## config.mk

```make
export PLATFORM = sky130hd
export DESIGN_NAME = busctl_csr
export DESIGN_NICKNAME = d
export VERILOG_FILES = /design/src/rtl/busctl_csr_pkg.sv /design/src/rtl/busctl_csr_decode.sv /design/src/rtl/busctl_csr_word.sv /design/src/rtl/busctl_csr_irq.sv /design/src/rtl/busctl_csr.sv
export SDC_FILE = /design/constraint.sdc
export NUM_CORES = 1
export LEC_CHECK = 0
export ABC_AREA = 1
export CAP_MARGIN = 20
export CORE_UTILIZATION = 38
export CTS_BUF_LIST = sky130_fd_sc_hd__clkbuf_4 sky130_fd_sc_hd__clkbuf_8
export DETAILED_ROUTE_END_ITERATION = 7
export SETUP_SLACK_MARGIN = 0.1
export SYNTH_ARGS = -nofsm -noshare
export SYNTH_HDL_FRONTEND = slang
export SYNTH_SLANG_ARGS = --single-unit
```

## constraint.sdc

```tcl
create_clock -name clk -period 1.6 [get_ports clk]
set_clock_uncertainty 0.05 [all_clocks]
set_input_delay 0.4 -clock clk [delete_from_list [all_inputs] [get_ports clk]]
set_output_delay 0.4 -clock clk [all_outputs]
set_load 0.05 [all_outputs]
```

## src/rtl/busctl_csr_pkg.sv

```systemverilog
package busctl_csr_pkg;

  typedef enum logic [1:0] {
    ACC_NONE = 2'd0,
    ACC_BASE = 2'd1,
    ACC_SET  = 2'd2,
    ACC_CLR  = 2'd3
  } acc_e;

  typedef enum logic [1:0] {
    ERR_NONE  = 2'd0,
    ERR_NODEV = 2'd1,
    ERR_IO    = 2'd2
  } err_e;

  localparam logic [3:0]  SUB_BASE  = 4'h0;
  localparam logic [3:0]  SUB_SET   = 4'h4;
  localparam logic [3:0]  SUB_CLR   = 4'h8;
  localparam int unsigned NUM_PLAIN = 4;              // command + three timing words
  localparam int unsigned IRQ_IDX   = NUM_PLAIN;      // interrupt word index
  localparam int unsigned NUM_WORDS = NUM_PLAIN + 1;

endpackage

```

## src/rtl/busctl_csr_decode.sv

```systemverilog
module busctl_csr_decode
  import busctl_csr_pkg::*;
#(
  parameter int unsigned ADDR_W    = 8,
  parameter int unsigned WORDS     = NUM_WORDS
) (
  input  logic              req_valid,
  input  logic              req_write,
  input  logic [ADDR_W-1:0] req_addr,
  output logic [WORDS-1:0]  sel,
  output acc_e              acc,
  output logic              wr_en,
  output logic              rd_en
);

  localparam int unsigned IDX_W = ADDR_W - 4;

  logic [IDX_W-1:0] idx;
  logic             hit;

  always_comb begin
    idx = req_addr[ADDR_W-1:4];
    unique case (req_addr[3:0])
      SUB_BASE: acc = ACC_BASE;
      SUB_SET:  acc = ACC_SET;
      SUB_CLR:  acc = ACC_CLR;
      default:  acc = ACC_NONE;
    endcase
    hit = req_valid && (acc != ACC_NONE) && (idx < IDX_W'(WORDS));
    for (int i = 0; i < int'(WORDS); i++) begin
      sel[i] = hit && (idx == IDX_W'(i));
    end
    wr_en = hit && req_write;
    rd_en = req_valid && !req_write;
  end

endmodule

```

## src/rtl/busctl_csr_word.sv

```systemverilog
module busctl_csr_word
  import busctl_csr_pkg::*;
#(
  parameter int unsigned W     = 32,
  parameter logic [W-1:0] WMASK = '1
) (
  input  logic         clk,
  input  logic         rst_n,
  input  logic         wr_en,
  input  acc_e         acc,
  input  logic [W-1:0] wdata,
  input  logic         clear,
  input  logic [W-1:0] clear_val,
  output logic [W-1:0] q
);

  logic [W-1:0] q_nxt;
  logic         q_ld;
  logic [W-1:0] wbits;

  always_comb begin
    wbits = wdata & WMASK;
    q_ld  = clear || wr_en;
    q_nxt = q;
    if (clear) begin
      q_nxt = clear_val;
    end else if (wr_en) begin
      unique case (acc)
        ACC_BASE: q_nxt = (q & ~WMASK) | wbits;
        ACC_SET:  q_nxt = q | wbits;
        ACC_CLR:  q_nxt = q & ~wbits;
        default:  q_nxt = q;
      endcase
    end
  end

  always_ff @(posedge clk or negedge rst_n) begin
    if (!rst_n) begin
      q <= '0;
    end else if (q_ld) begin
      q <= q_nxt;
    end
  end

  // set alias only adds ones
  p_set_alias_r2: assert property (@(posedge clk) disable iff (!rst_n)
    (wr_en && acc == ACC_SET && !clear) |=> ((q & $past(q)) == $past(q)));

  // clear alias only removes ones
  p_clr_alias_r3: assert property (@(posedge clk) disable iff (!rst_n)
    (wr_en && acc == ACC_CLR && !clear) |=> ((q & ~$past(q)) == '0));

endmodule

```

## src/rtl/busctl_csr_irq.sv

```systemverilog
module busctl_csr_irq
  import busctl_csr_pkg::*;
#(
  parameter int unsigned NF         = 8,
  parameter int unsigned NODEV_BIT  = 5,
  parameter logic [NF-1:0] IO_MASK  = 8'h0F
) (
  input  logic          clk,
  input  logic          rst_n,
  input  logic          wr_en,
  input  acc_e          acc,
  input  logic [2*NF-1:0] wdata,
  input  logic          clear,
  input  logic [NF-1:0] evt,
  output logic [NF-1:0] flags_q,
  output logic [NF-1:0] en_q,
  output logic          irq,
  output logic [1:0]    err
);

  logic [NF-1:0] flags_nxt;
  logic [NF-1:0] flag_clr;

  // enables use the generic aliased word
  busctl_csr_word #(.W(NF)) u_en (
    .clk       (clk),
    .rst_n     (rst_n),
    .wr_en     (wr_en),
    .acc       (acc),
    .wdata     (wdata[2*NF-1:NF]),
    .clear     (clear),
    .clear_val ('0),
    .q         (en_q)
  );

  always_comb begin
    flag_clr  = (wr_en && acc == ACC_CLR) ? wdata[NF-1:0] : '0;
    flags_nxt = clear ? '0 : ((flags_q & ~flag_clr) | evt);
  end

  always_ff @(posedge clk or negedge rst_n) begin
    if (!rst_n) begin
      flags_q <= '0;
    end else begin
      flags_q <= flags_nxt;
    end
  end

  always_comb begin
    irq = |(flags_q & en_q);
    if (flags_q[NODEV_BIT]) begin
      err = ERR_NODEV;
    end else if (|(flags_q & IO_MASK)) begin
      err = ERR_IO;
    end else begin
      err = ERR_NONE;
    end
  end

  // a flag only rises where an event strobe was seen
  p_flag_source_r6: assert property (@(posedge clk) disable iff (!rst_n)
    !clear |=> ((flags_q & ~$past(flags_q) & ~$past(evt)) == '0));

  // an event wins over a same-cycle clear
  p_set_wins_r7: assert property (@(posedge clk) disable iff (!rst_n)
    ((|evt) && !clear) |=> ((flags_q & $past(evt)) == $past(evt)));

endmodule

```

## src/rtl/busctl_csr.sv

```systemverilog
module busctl_csr
  import busctl_csr_pkg::*;
#(
  parameter int unsigned ADDR_W    = 8,
  parameter int unsigned DATA_W    = 32,
  parameter int unsigned NUM_FLAGS = 8,
  parameter int unsigned SRST_BIT  = DATA_W - 1
) (
  input  logic                 clk,
  input  logic                 rst_n,
  input  logic                 req_valid,
  input  logic                 req_write,
  input  logic [ADDR_W-1:0]    req_addr,
  input  logic [DATA_W-1:0]    req_wdata,
  output logic [DATA_W-1:0]    rsp_rdata,
  input  logic [NUM_FLAGS-1:0] evt_strobe,
  output logic [DATA_W-1:0]    cmd_word,
  output logic [DATA_W-1:0]    tim0_word,
  output logic [DATA_W-1:0]    tim1_word,
  output logic [DATA_W-1:0]    tim2_word,
  output logic                 irq_out,
  output logic [1:0]           err_kind
);

  localparam logic [DATA_W-1:0] SRST_MASK = DATA_W'(1) << SRST_BIT;

  logic [NUM_WORDS-1:0] sel;
  acc_e                 acc;
  logic                 wr_en;
  logic                 rd_en;
  logic [DATA_W-1:0]    word_q [NUM_PLAIN];
  logic [NUM_FLAGS-1:0] flags_q;
  logic [NUM_FLAGS-1:0] en_q;
  logic                 srst_pend;
  logic                 srst_req;
  logic                 srst_any;
  logic [DATA_W-1:0]    rd_mux;

  busctl_csr_decode #(.ADDR_W(ADDR_W), .WORDS(NUM_WORDS)) u_dec (
    .req_valid (req_valid),
    .req_write (req_write),
    .req_addr  (req_addr),
    .sel       (sel),
    .acc       (acc),
    .wr_en     (wr_en),
    .rd_en     (rd_en)
  );

  // soft reset: request on a base/set write of the top bit, then one pending cycle
  always_comb begin
    srst_pend = word_q[0][SRST_BIT];
    srst_req  = wr_en && sel[0] && (acc == ACC_BASE || acc == ACC_SET)
                && req_wdata[SRST_BIT] && !srst_pend;
    srst_any  = srst_req || srst_pend;
  end

  for (genvar g = 0; g < int'(NUM_PLAIN); g++) begin : g_word
    logic [DATA_W-1:0] clr_val;
    if (g == 0) begin : g_cmd
      assign clr_val = srst_req ? SRST_MASK : '0;
    end else begin : g_tim
      assign clr_val = '0;
    end
    busctl_csr_word #(.W(DATA_W)) u_word (
      .clk       (clk),
      .rst_n     (rst_n),
      .wr_en     (wr_en && sel[g]),
      .acc       (acc),
      .wdata     (req_wdata),
      .clear     (srst_any),
      .clear_val (clr_val),
      .q         (word_q[g])
    );
  end

  busctl_csr_irq #(.NF(NUM_FLAGS)) u_irq (
    .clk     (clk),
    .rst_n   (rst_n),
    .wr_en   (wr_en && sel[IRQ_IDX]),
    .acc     (acc),
    .wdata   (req_wdata[2*NUM_FLAGS-1:0]),
    .clear   (srst_any),
    .evt     (evt_strobe),
    .flags_q (flags_q),
    .en_q    (en_q),
    .irq     (irq_out),
    .err     (err_kind)
  );

  always_comb begin
    rd_mux = '0;
    for (int i = 0; i < int'(NUM_PLAIN); i++) begin
      if (sel[i]) rd_mux = word_q[i];
    end
    if (sel[IRQ_IDX]) rd_mux = DATA_W'({en_q, flags_q});
  end

  always_ff @(posedge clk or negedge rst_n) begin
    if (!rst_n) begin
      rsp_rdata <= '0;
    end else if (rd_en) begin
      rsp_rdata <= rd_mux;
    end
  end

  assign cmd_word  = word_q[0];
  assign tim0_word = word_q[1];
  assign tim1_word = word_q[2];
  assign tim2_word = word_q[3];

  // pending soft reset leaves the whole file clean
  p_srst_clean_r10: assert property (@(posedge clk) disable iff (!rst_n)
    srst_pend |=> (word_q[0] == '0 && word_q[1] == '0 && word_q[2] == '0
                   && word_q[3] == '0 && flags_q == '0 && en_q == '0));

  // the soft-reset bit sets the clean state with only itself high
  p_srst_entry_r10: assert property (@(posedge clk) disable iff (!rst_n)
    srst_req |=> (word_q[0] == SRST_MASK && flags_q == '0 && en_q == '0));

  // unmapped reads return zero
  p_unmapped_zero_r5: assert property (@(posedge clk) disable iff (!rst_n)
    (rd_en && sel == '0) |=> (rsp_rdata == '0));

endmodule

```

==> impl_results.md <==
* Worst-Skew Late Latency at 480 ps
* Number of global-route vias before repair at about 14000
* Yosys cell types at 25
* Slowest cell on crit path: clkdlybuf4s50_1
* Die area at about 28000 µm²
* Final worst setup slack at -601 ps
* Commonest cells post-synth: nand2_1, dfrtp_1, nand3_1
* Critical Path RT at between 1500 and 2000 ps
* Seq pwr share at 0.476
* CP cell instances: clkdlybuf4s50_1 -> inv_1 -> nor2_1 -> nand4_1 -> buf_4 -> buf_12 -> nand2_8 -> buf_6 -> nor2_8 -> buf_12 -> nand2_4 -> nand2_2
* Synth Register Bits at roughly 180
* Maxcap violations at 0
* Syn Nets at roughly 1600
* Hold WC Path Type: input pin to asynchronous set/reset pin
* Comb power frac at 0.191
* CP max FO at 7
* Mean area per synthesized cell at about 7 µm²
* Finish-stage setup viols at 180
* TritonRoute pass-1 iters at 8
* Tmin final at 2200 ps
* Worst-path clk slew at between 100 and 150 ps
* Max VDD drop at between 0.0004 and 0.0005 V
* Antenna Nets Post-Route at 0
* Clock sink count at about 180
* Fillers at 1687
* Status: finished with violations
* Count of pins over their slew limit at 0
* Initial Utilization at 0.386
* Die H at 168 µm
* Dpl cell area at around 16000 µm²
* Rel. slew slack at 0.690
* Cts bufs inserted at 17
* Yosys top cell area share at 0.423
* Die width at 168 µm
* Crit end category: flop
* Synth warn at 0
* Final instance area at between 20000 and 25000 µm²
* Slowest stage delay, CP at between 600 and 700 ps
* Core area at about 27000 µm²
* First-pass GRT wire length at between 70000 and 80000 µm
* Failing checks: DRC, setup timing
* Port buffer count at about 210
* Root Buffer Master: clkbuf_8
* Antenna violations before repair at 0
* Max Buffers Root-to-Sink at 2
* Final wirelength at between 50000 and 60000 µm
* DP Wirelength at about 28000 µm
* Mapped Area at approximately 10000 µm²
* Unrepaired setup endpoints after global routing: yes
* Clock group share of total power at 0.333
* Maximum number of pins on one net before global-route repair at between 60 and 70
* Psw at roughly 3.0 mW
* Number of DRC markers in iteration 0 at between 1500 and 2000
* Gr usage total at 0.362
* Area delta synth->final at 96.9%
* PwrDens at between 400 and 500 nW/µm²
* Sequential-to-total area share from yosys stat at 0.423
* Overflow after GRT at 0
* # nets final at approximately 2100
* WP data arrival at approximately 2500 ps
* Sum Neg Setup Slack at -87280 ps
* Worst-Margin Slew at between 400 and 500 ps
* Hold Fails Final Rpt at 0
* CTS H-tree lvls at 4
* WL/cell at approximately 23 µm
* DR vias/cell at 6.14
* Layout cells sized above 1 at 0.506
* TritonCTS clock tree: done
* Most common cell in the netlist: nand2_1
* Synth area leaders: dfrtp_1, nand2_1, nand4_1
* Sw Share at 0.311
* Final period util at 1.38
* Top_reg_cell synth: dfrtp_1
* GPL Wtd Cong at around 0.88
* CP most frequent cell: buf_12
* Io pins at ~220
* Setup Crit Path Kind: input pin to flop
* Antenna cells at 0
* Setup crit start kind: input pin
* Int Power at between 6 and 7 mW
* Leakage at roughly 9.6 nW
* Synth Instances at 1509
* Cell row count at 60
* Fmax at 454 MHz
* EDFF count, synth at 0
* DRC errors left at 15
* Cell taking the most area after synthesis: dfrtp_1
* Ys async rst share at 1.00
* DR vias at 14600
metrics by stage:
stage / utilization / hold slack (ps) / setup slack [ps] / cells / power, mW
2_1_floorplan: - / 54.4 / -455 / 1509 / 5.31
3_3_place_gp: 0.582 / 274 / -1250 / 2091 / 6.13
3_5_place_dp: 0.582 / 274 / -1380 / 2091 / 6.14
4_1_cts: 0.716 / 322 / -404 / 2343 / 9.44
5_1_grt: 0.761 / 348 / -666 / 2380 / 9.88
6_report: 0.761 / 329 / -601 / 2380 / 9.65
critical path, delay by kind of cell:
kind                   cells  cell delay [ps]
and+or+nand+nor            6              660
buffers and inverters      6             1440
registers in the layout, indices dropped and copies added, names as in the netlist:
register / flops
u_irq.u_en.q: 8
u_irq.flags_q: 8
rsp_rdata: 32
g_word.u_word.q: 128
final cells by class:
type                       count  area [µm²]  area share
clock inverter                12         125     0.00610
multi-input combinational   1124        6540       0.319
tap                          341         427      0.0208
clock buffer                  18         248      0.0121
inverter                     106         410      0.0200
sequential                   176        4550       0.222
timing repair buffer         603        8200       0.400
power groups by stage:
stage / clock network (mW) / registers [mW] / logic, mW
CTS: 3.17 / 4.59 / 1.69
global route: 3.36 / 4.60 / 1.92
finish: 3.22 / 4.59 / 1.84
global placement: 0 / 4.69 / 1.44
detailed placement: 0 / 4.69 / 1.45
floorplan: 0 / 4.84 / 0.467
worst paths after layout:
check / from / to / slack [ps] / cells after the start
worst max-delay path: req_write / g_word[3].u_word.q[2]$_DFFE_PN0P_ / -600 / 12
worst min-delay path: rst_n / g_word[3].u_word.q[25]$_DFFE_PN0P_ / 330 / 2
worst max register to register: g_word[0].u_word.q[31]$_DFFE_PN0P_ / g_word[0].u_word.q[22]$_DFFE_PN0P_ / -30 / 8
worst min register to register: rsp_rdata[24]$_DFFE_PN0P_ / rsp_rdata[24]$_DFFE_PN0P_ / 500 / 2
max in group asynchronous: rst_n / g_word[0].u_word.q[24]$_DFFE_PN0P_ / 510 / 3
min in group clk: evt_strobe[5] / u_irq.flags_q[5]$_DFF_PN0_ / 400 / 3
per-layer routing:
layer	wire (µm)	up-vias	global-route usage
li1	-	6040	-
met1	19300	6810	0.446
met2	24700	1343	0.567
met3	7010	424	0.0879
met4	4480	0	0.231
met5	0	-	0
logic make-up (layout without fill, tap and decap cells):
kind of cell	count (synthesis)	count (layout)	share of synthesized area
buf+inv	209	739	0.0829
fa+ha+maj	3	3	0.00361
flops	176	176	0.423
simple gates	923	923	0.395
compound gates	198	198	0.0958
layout by cell type (no fill, tap or decap), types with 31 or more instances in the layout:
cell	instances
nor2_1	59
nand3_2	49
nand4_1	127
nor2_4	31
nand2_4	48
inv_1	90
buf_12	215
buf_6	33
buf_4	261
a21oi_1	138
dfrtp_1	62
nand2_2	106
nand2_1	365
dfrtp_2	114
nand3_1	98
clkdlybuf4s50_1	42
what timing repair did:
item,CTS,global route
setup endpoints to repair,339,339
gates cloned,32,9
hold buffers,1,0
gates resized for setup,338,261
setup buffers,190,38
pin swaps,83,78
hold endpoints to repair,23,0
(Power assumes the default switching activity.)
